--- src/rtl/bwc_pkg.sv ---
// Shared types for the bus wait-state control unit.
// Assumes an 8-bit control register; bit positions are set by the struct order.
package bwc_pkg;
    localparam int WAIT_W = 2;

    typedef struct packed {
        logic [WAIT_W-1:0] per_wait;    // 7:6 peripheral-area waits
        logic              vec_sel;     // 5   vector base select
        logic              irq_wen;     // 4   interrupt flag write enable
        logic              fixed_mode;  // 3   1 = fixed waits, 0 = handshake
        logic              rsvd;        // 2   always 0
        logic [WAIT_W-1:0] ext_wait;    // 1:0 external waits
    } bwc_cfg_t;

    localparam bwc_cfg_t CFG_RESET = 8'hCB;
    localparam logic [7:0] RSVD_MASK = 8'h04;

    typedef enum logic [1:0] {ST_IDLE, ST_FIXED, ST_HSHAKE} bwc_state_e;
endpackage

--- src/rtl/bwc_decode.sv ---
// Address decoder: flags the peripheral register area and the control register.
// Assumes the peripheral area is every address at or above PERIPH_BASE.
module bwc_decode #(
    parameter int ADDR_W = 16,
    parameter logic [ADDR_W-1:0] PERIPH_BASE = 16'hF000,
    parameter logic [ADDR_W-1:0] REG_ADDR = 16'hF001
) (
    input  logic [ADDR_W-1:0] addr,
    output logic              is_periph,
    output logic              is_reg
);
    // Purpose: combinational area and register hit decode.
    always_comb begin
        is_periph = (addr >= PERIPH_BASE);
        is_reg    = (addr == REG_ADDR);
    end
endmodule

--- src/rtl/bwc_cfg_reg.sv ---
// Control register: holds wait settings and interrupt steering bits.
// Assumes writes arrive as a single-clock enable at cycle completion.
module bwc_cfg_reg
    import bwc_pkg::*;
(
    input  logic     clk,
    input  logic     rst_n,
    input  logic     wr_en,
    input  logic [7:0] wr_data,
    output bwc_cfg_t cfg
);
    // Purpose: store the register and force the reserved bit to 0.
    always_ff @(posedge clk) begin
        if (!rst_n) begin
            cfg <= CFG_RESET;
        end else if (wr_en) begin
            cfg <= bwc_cfg_t'(wr_data & ~RSVD_MASK);
        end
    end
endmodule

--- src/rtl/bwc_cycle_fsm.sv ---
// Bus cycle sequencer: fixed-wait countdown or ready handshake with a watchdog.
// Assumes 'start' is only raised while idle; the wait count and mode are
// latched at acceptance, so later register changes cannot affect this cycle.
module bwc_cycle_fsm
    import bwc_pkg::*;
#(
    parameter int CW_W = bwc_pkg::WAIT_W,
    parameter int WD_LIMIT = 255
) (
    input  logic            clk,
    input  logic            rst_n,
    input  logic            start,
    input  logic            use_hs,
    input  logic [CW_W-1:0] wait_cnt,
    input  logic            ext_ready,
    output logic            busy,
    output logic            fin,
    output logic            done,
    output logic            abort
);
    localparam int CNT_W = CW_W + 1;
    localparam int WD_W  = $clog2(WD_LIMIT + 1);
    localparam logic [WD_W-1:0] WD_LAST = WD_W'(WD_LIMIT - 1);

    bwc_state_e       state;
    logic [CNT_W-1:0] cnt;
    logic [WD_W-1:0]  wd;

    // Purpose: flag the edge at which the running cycle completes.
    always_comb begin
        fin = ((state == ST_FIXED) && (cnt == CNT_W'(1))) ||
              ((state == ST_HSHAKE) && (ext_ready || (wd == WD_LAST)));
        busy = (state != ST_IDLE);
    end

    // Purpose: advance the cycle state, counters and completion pulses.
    always_ff @(posedge clk) begin
        if (!rst_n) begin
            state <= ST_IDLE;
            cnt   <= '0;
            wd    <= '0;
            done  <= 1'b0;
            abort <= 1'b0;
        end else begin
            done  <= 1'b0;
            abort <= 1'b0;
            case (state)
                ST_IDLE: begin
                    if (start) begin
                        state <= use_hs ? ST_HSHAKE : ST_FIXED;
                        cnt   <= {1'b0, wait_cnt} + CNT_W'(1);
                        wd    <= '0;
                    end
                end
                ST_FIXED: begin
                    if (fin) begin
                        state <= ST_IDLE;
                        done  <= 1'b1;
                    end else begin
                        cnt <= cnt - CNT_W'(1);
                    end
                end
                ST_HSHAKE: begin
                    if (fin) begin
                        state <= ST_IDLE;
                        done  <= 1'b1;
                        abort <= !ext_ready;
                    end else begin
                        wd <= wd + WD_W'(1);
                    end
                end
                default: state <= ST_IDLE;
            endcase
        end
    end
endmodule

--- src/rtl/bus_wait_ctrl.sv ---
// Top of the bus wait-state control unit: decodes each request, picks the
// wait rule, runs the cycle and commits control-register writes at completion.
// Assumes the requester holds req_valid until it sees rsp_done or drops it
// after acceptance; a request is never accepted on the clock of a done pulse.
module bus_wait_ctrl
    import bwc_pkg::*;
#(
    parameter int ADDR_W = 16,
    parameter int VEC_W = 20,
    parameter int WD_LIMIT = 255,
    parameter logic [ADDR_W-1:0] PERIPH_BASE = 16'hF000,
    parameter logic [ADDR_W-1:0] REG_ADDR = 16'hF001,
    parameter logic [VEC_W-1:0] VEC_BASE_CLR = 20'h04000,
    parameter logic [VEC_W-1:0] VEC_BASE_SET = 20'h00100
) (
    input  logic              clk,
    input  logic              rst_n,
    input  logic              req_valid,
    input  logic [ADDR_W-1:0] req_addr,
    input  logic              req_we,
    input  logic [7:0]        req_wdata,
    input  logic [7:0]        bus_rdata,
    input  logic              ext_ready,
    output logic              rsp_done,
    output logic              rsp_err,
    output logic [7:0]        rsp_rdata,
    output logic [VEC_W-1:0]  vec_base,
    output logic              irq_flag_wr_en
);
    bwc_cfg_t          cfg_q;
    logic              dec_periph, dec_reg;
    logic              cyc_busy, cyc_fin, cyc_start;
    logic              lat_we, lat_reg;
    logic [7:0]        lat_wdata;
    logic [WAIT_W-1:0] sel_wait;
    logic              sel_hs;

    bwc_decode #(.ADDR_W(ADDR_W), .PERIPH_BASE(PERIPH_BASE), .REG_ADDR(REG_ADDR)) u_dec (
        .addr(req_addr), .is_periph(dec_periph), .is_reg(dec_reg)
    );

    // Purpose: accept a request when idle and pick its wait rule.
    always_comb begin
        cyc_start = req_valid && !cyc_busy && !rsp_done;
        sel_wait  = dec_periph ? cfg_q.per_wait : cfg_q.ext_wait;
        sel_hs    = !dec_periph && !cfg_q.fixed_mode;
    end

    // Purpose: latch the request attributes needed at completion.
    always_ff @(posedge clk) begin
        if (!rst_n) begin
            lat_we    <= 1'b0;
            lat_reg   <= 1'b0;
            lat_wdata <= '0;
        end else if (cyc_start) begin
            lat_we    <= req_we;
            lat_reg   <= dec_reg;
            lat_wdata <= req_wdata;
        end
    end

    bwc_cycle_fsm #(.CW_W(WAIT_W), .WD_LIMIT(WD_LIMIT)) u_fsm (
        .clk(clk), .rst_n(rst_n), .start(cyc_start), .use_hs(sel_hs),
        .wait_cnt(sel_wait), .ext_ready(ext_ready), .busy(cyc_busy),
        .fin(cyc_fin), .done(rsp_done), .abort(rsp_err)
    );

    bwc_cfg_reg u_cfg (
        .clk(clk), .rst_n(rst_n),
        .wr_en(cyc_fin && lat_we && lat_reg),
        .wr_data(lat_wdata), .cfg(cfg_q)
    );

    // Purpose: steer read data and export the interrupt steering bits.
    always_comb begin
        rsp_rdata      = lat_reg ? 8'(cfg_q) : bus_rdata;
        vec_base       = cfg_q.vec_sel ? VEC_BASE_SET : VEC_BASE_CLR;
        irq_flag_wr_en = cfg_q.irq_wen;
    end
endmodule

--- config.mk ---
export PLATFORM = sky130hd
export DESIGN_NAME = bus_wait_ctrl
export DESIGN_NICKNAME = d
export VERILOG_FILES = /design/src/rtl/bwc_pkg.sv /design/src/rtl/bwc_decode.sv /design/src/rtl/bwc_cfg_reg.sv /design/src/rtl/bwc_cycle_fsm.sv /design/src/rtl/bus_wait_ctrl.sv
export SDC_FILE = /design/constraint.sdc
export NUM_CORES = 1
export LEC_CHECK = 0
export BUFFER_PORTS_ARGS = -buffer_cell sky130_fd_sc_hd__clkbuf_2
export CAP_MARGIN = 0
export CORE_MARGIN = 4
export CORE_UTILIZATION = 45
export CTS_CLUSTER_DIAMETER = 80
export DETAILED_ROUTE_END_ITERATION = 12
export PLACE_DENSITY = 0.72
export SYNTH_ARGS = -nofsm -noshare
export SYNTH_HDL_FRONTEND = slang
export SYNTH_SLANG_ARGS = --single-unit
--- constraint.sdc ---
create_clock -name clk -period 4.1 [get_ports clk]
set_input_delay 0.615 -clock clk [delete_from_list [all_inputs] [get_ports clk]]
set_output_delay 0.615 -clock clk [all_outputs]
set_load 0.01 [all_outputs]
# Word level (Yosys, flattened, before mapping)
# Index checks and enable logic that the tools add are counted.
[totals] regBits=32 latch_bits=0 ram_bits=0 romBits=0 inputBits=37 wordCells=64 n_memories=0
[op_classes] add_sub_neg=3 mul=0 div=0 n_lt_le_gt_ge=1 n_eq_ne=9 n_shift=0 mux=14 bitwise_logic=0 reduce_logical=24
[ops] cell="$mux W8" n=3
[ops] cell="$eq A16 B16 Y1 const B" n=1
[ops] cell="$ge A16 B16 Y1 const B" n=1
[ops] cell="$pmux W8 S2" n=1
[ops] cell="$mux W15" n=1
[ops] cell="$reduce_and A3 Y1" n=3
[ops] cell="$add A8 B1 Y8 const B" n=1
[ops] cell="$eq A8 B8 Y1 const B" n=1
[ops] cell="$mux W2" n=4
[ops] cell="$logic_and A1 B1 Y1" n=7
[ops] cell="$mux W3" n=2
[ops] cell="$ne A2 B2 Y1 const B" n=3
[ops] cell="$pmux W3 S2" n=1
[ops] cell="$reduce_bool A2 Y1" n=3
[ops] cell="$logic_not A1 Y1" n=5
[ops] cell="$pmux W2 S2" n=1
[ops] cell="$reduce_and A2 Y1" n=2
[ops] cell="$add A2 B1 Y3 const B" n=1
[ops] cell="$eq A3 B1 Y1 const B" n=1
[ops] cell="$sub A3 B1 Y3 const B" n=1
[ops] cell="$eq A2 B1 Y1 const B" n=1
[ops] cell="$eq A2 B2 Y1 const B" n=1
[ops] cell="$logic_not A2 Y1" n=1
[ops] cell="$logic_or A1 B1 Y1" n=2
[ops] cell="other kinds (3)" n=3

# Depth between registers and ports, before layout
[logic_depth] depth_word=6 mapped_depth=9 mapped_depth_nobuf=7

# Modules after synthesis
# Synthesis repeated with hierarchy kept, for this count alone.
[unflattened] hier_cells=221 area_unflattened_um2=1973.1
[modules_own_cells] mod="bwc_cycle_fsm" instances=1 cells_per_inst=115 area_per_inst_um2=978.4 seq_area_each_um2=300.3
[modules_own_cells] mod="bus_wait_ctrl" instances=1 cells_per_inst=77 area_per_inst_um2=685.7 seq_area_each_um2=200.2
[modules_own_cells] mod="bwc_cfg_reg" instances=1 cells_per_inst=24 area_per_inst_um2=264.0 seq_area_each_um2=140.1
[modules_own_cells] mod="bwc_decode" instances=1 cells_per_inst=5 area_per_inst_um2=45.0 seq_area_each_um2=0.0

# Worst setup path after synthesis
# No wires, ideal clock.
[synth_path] path_kind="input-to-reg" from="input port req_addr[12]" to="register u_fsm.cnt[1]" setup_ps=122 arrival_time_ps=1861 t_required_ps=3978 setup_slack_ps=2118 cell_stages=5 path_buffers=0 path_cell_list="nand4_1 > mux2_2 > ha_1 > a32o_1 > a221o_1"
[synth_between] elab_chain_len=5
[synth_lines] item="from (decl)" line_no="bus_wait_ctrl.sv:19" text="input logic [ADDR_W-1:0] req_addr,"
[synth_lines] item="$ge A16 B16 Y1" line_no="bwc_decode.sv:14" text="is_periph = (addr >= PERIPH_BASE);"
[synth_lines] item="$mux W2" line_no="bus_wait_ctrl.sv:45" text="sel_wait = dec_periph ? cfg_q.per_wait : cfg_q.ext_wait;"
[synth_lines] item="$add A2 B1 Y3" line_no="bwc_cycle_fsm.sv:51" text="cnt <= {1'b0, wait_cnt} + CNT_W'(1);"
[synth_lines] item="$mux W3" line_no="bwc_cycle_fsm.sv:49" text="if (start) begin"
[synth_lines] item="$pmux W3 S2" line_no="bwc_cycle_fsm.sv:47" text="case (state)"
[synth_lines] item="to (signal assigned)" line_no="bwc_cycle_fsm.sv:51"
[synth_lines] item="to (signal assigned)" line_no="bwc_cycle_fsm.sv:60" text="cnt <= cnt - CNT_W'(1);"
[synth_lines] item="to (decl)" line_no="bwc_cycle_fsm.sv:26" text="logic [CNT_W-1:0] cnt;"
# Every way passes these cells. The select of a mux whose other input is x is not followed.
# A chain may end at the register's enable or synchronous reset.

# Worst setup path in the final report
[layout_path] from="register u_fsm.state[0]" to="register u_fsm.wd[6]"
[layout_between] elab_chain_len=6 word_cells_on_any_way=15 classes_between="eq/ne: 4; mux: 1; reduce/logical: 10"
[layout_lines] item="from (decl)" line_no="bwc_cycle_fsm.sv:25" text="bwc_state_e state;"
[layout_lines] item="from (signal assigned)" line_no="bwc_cycle_fsm.sv:50" text="state <= use_hs ? ST_HSHAKE : ST_FIXED;"
[layout_lines] item="$reduce_bool A2 Y1" line_no="bwc_cycle_fsm.sv:33" text="busy = (state != ST_IDLE);"
[layout_lines] item="$logic_not A1 Y1" line_no="bus_wait_ctrl.sv:44" text="cyc_start = req_valid && !cyc_busy && !rsp_done;"
[layout_lines] item="$logic_and A1 B1 Y1 (2 in series)" line_no="bus_wait_ctrl.sv:44"
[layout_lines] item="$ne A2 B2 Y1 (no line)"
[layout_lines] item="$reduce_and A3 Y1 (no line)"
[layout_lines] item="to (signal assigned)" line_no="bwc_cycle_fsm.sv:69" text="wd <= wd + WD_W'(1);"
[layout_lines] item="to (decl)" line_no="bwc_cycle_fsm.sv:27" text="logic [WD_W-1:0] wd;"
# Parallel ways exist; a longest one is shown, timed or not.

==> results.yml <==
status:
  status: "finished clean"
die:
  die_y_um: 74.1
  ios: 68
  core_mm2: 0.00412
  dieArea_mm2: 0.00550
  rows: 23
  initial_core_util: 0.478
  chipWidth_um: 74.1
critical_path:
  crit_arrival_ps: 2450
  critical_path.max_stage_delay_ps: 600
  regToRegSetupSlack_ps: 1860
  reg2reg_depth: 6
  required_ps: 4300
  start_kind: "flip-flop"
  path_cells: "inv_1 > ha_1 > and3b_1 > a21oi_1 > or4_1 > a21oi_1"
  critical_path_class: "flip-flop to flip-flop"
  cp-end-kind: "flip-flop"
  reg2reg_from: "u_fsm.state[0]$_SDFFE_PN0P_"
  crit_top_cell: "a21oi_1"
  slowest_stage: "and3b_1"
  rr_endpoint: "u_fsm.wd[6]$_SDFFE_PN0P_"
  crit_fanout: 14
clock_network:
  numCtsBuffers: 5
  clk_latency_ps: 280
  clock-root-buffer: "clkbuf_8"
  cts_buffer_depth: 2
  holdBufCountCts: 0
  postCtsSetupRepairBufs: 0
  cts-htree-levels: 2
  cts_tree: "yes"
  cts_resized: 0
  clock-sinks: 31
  cts.clk_slew.worst_paths_ps: 70
worst_hold_path:
  min_from: "lat_wdata[7]$_SDFFE_PN0P_"
  min_path_type: "flip-flop to flip-flop"
  hold_end: "lat_wdata[7]$_SDFFE_PN0P_"
  min_path_cells: 2
final_layout:
  syn_to_final_growth_pct: 11.5
  final_common_cell: "clkbuf_2"
  drive_above_1_share: 0.241
  largest_register_ffs: 8
  top_regs: "u_fsm.wd x8, lat_wdata x7, u_cfg.cfg x7"
  layout_common_cells: "clkbuf_2, nand2_1, dfxtp_1, conb_1"
  regMostFlops: "u_fsm.wd"
  final_util: 0.533
  final_net_count: 324
  antennaDiodeCount: 0
detailed_routing:
  drt-wirelength-per-cell_um: 13.4
  routed_wl_um: 4380
  dr.first_iter.drc_count: 102
  num_vias: 1762
  drcViolationCount: 0
  firstDrtPassIters: 4
  viasPerCell: 5.37
  ant_nets: 0
synth:
  synth.distinct_cells: 54
  yosys.area.top_type: "dfxtp_1"
  syn-cell-area_mm2: 0.00197
  yosysWarnings: 0
  synth.area.top_cells: "dfxtp_1, buf_4, nand2_1"
  synth_ff_type: "dfxtp_1"
  yosysTopAreaCellShare: 0.315
  syn_inst: 240
  synth-edff-count: 0
  ys_seq_elements: 31
  avgSynthCellArea_um2: 8.20
  seq_area_frac_synth: 0.315
  synthArstFlopShare: 0
sta:
  slew_headroom: 0.548
  finalWorstSetupSlack_ps: 1860
  hold_slack_ps: 452
  tns_ps: 0
  fin_crit_sh: 0.547
  worst_slew_pin_slew_ps: 673
  slew_viol_final: 0
  clock_skew_ps: 8.60
  hold_violations: 0
  rsz0062_at_grt: "false"
  finalSetupViolCount: 0
  finalCriticalPeriod_ps: 2240
  max_freq_ghz: 0.446
job:
  maxCapViolations: 0
pwr:
  ir_worst_vdd_mv: 0.150
  leakage_nw: 0.890
  powerDensity_mw_per_mm2: 322
grt:
  grt.total_usage: 0.171
  antenna_found_initial: 0
  grt_pass1_wl_um: 7370
  grt_pass1_vias: 1608
  grt_max_degree: 27
  grt-ovfl-total: 0
placed_design:
  port_buffers: 48
  dp_hpwl_um: 3210
  gp_congestion: 0.866
  place_ws_ps: 1860
==> Yosys cell counts (4+ instances only) <==
library cell,n
o31ai_1,6
clkbuf_1,8
mux2_2,9
nand2_1,31
buf_4,20
or4_1,4
inv_1,17
nor3_1,7
o311ai_0,6
ha_1,8
a21oi_1,17
dfxtp_1,31
nand4_1,4
o21ai_0,4
nand3_1,10
nor2_1,6
==> layer usage <==
metal / up-vias / part of all wire / global-route usage
met5: - / 0 / 0
met4: 0 / 0.013 / 0.0664
met3: 5 / 0.063 / 0.0365
met2: 60 / 0.45 / 0.274
met1: 790 / 0.47 / 0.226
li1: 907 / - / -
==> metrics by stage <==
stage	total power [mW]	cells	cell area [um^2]
finish	0.707	328	2190
global route	0.747	328	2190
CTS	0.713	328	2190
detailed placement	0.492	322	2120
global placement	0.490	322	2120
floorplan	0.465	257	2030
==> worst max-delay path by stage <==
stage / from / end / slack (ps)
global placement: rst_n / u_fsm.cnt[1]$_SDFFE_PN0P_ / 1870
detailed placement: rst_n / u_fsm.cnt[1]$_SDFFE_PN0P_ / 1860
floorplan: req_addr[12] / u_fsm.cnt[1]$_SDFFE_PN0P_ / 2120
CTS: u_fsm.state[0]$_SDFFE_PN0P_ / u_fsm.wd[6]$_SDFFE_PN0P_ / 1850
finish: u_fsm.state[0]$_SDFFE_PN0P_ / u_fsm.wd[6]$_SDFFE_PN0P_ / 1860
global route: u_fsm.state[0]$_SDFFE_PN0P_ / u_fsm.wd[6]$_SDFFE_PN0P_ / 1720
==> critical path, delay by kind of cell (launching register included) <==
family / cells / cell delay, ps
and+or+nand+nor: 2 / 1100
DFF: 1 / 330
AOI/OAI and AO/OA: 2 / 330
adders and majority gates: 1 / 320
buffers and inverters: 1 / 80
==> logic make-up (layout without fill, tap and decap cells) <==
family	count (synthesis)	after routing	share of synthesized area
compound gates	52	52	0.190
fa+ha+maj	8	8	0.0509
buf+inv	51	72	0.142
flops	31	31	0.315
mux	12	12	0.0668
other cells	1	18	0.00191
simple gates	85	85	0.233
==> area by class of cell <==
class	instances	area [um^2]
clock buffers	6	72.6
fillers	387	1920
inverters	18	67.6
multi-input cells	175	1130
flip-flops and latches	31	621
well taps	50	62.6
repair buffers	48	240
==> power by group <==
part | internal [mW] | switching [mW]
Combinational | 0.0580 | 0.0991
Clock | 0.113 | 0.107
Sequential | 0.318 | 0.0121
Total | 0.489 | 0.218
No activity file was read; power rests on OpenSTA's default activity.
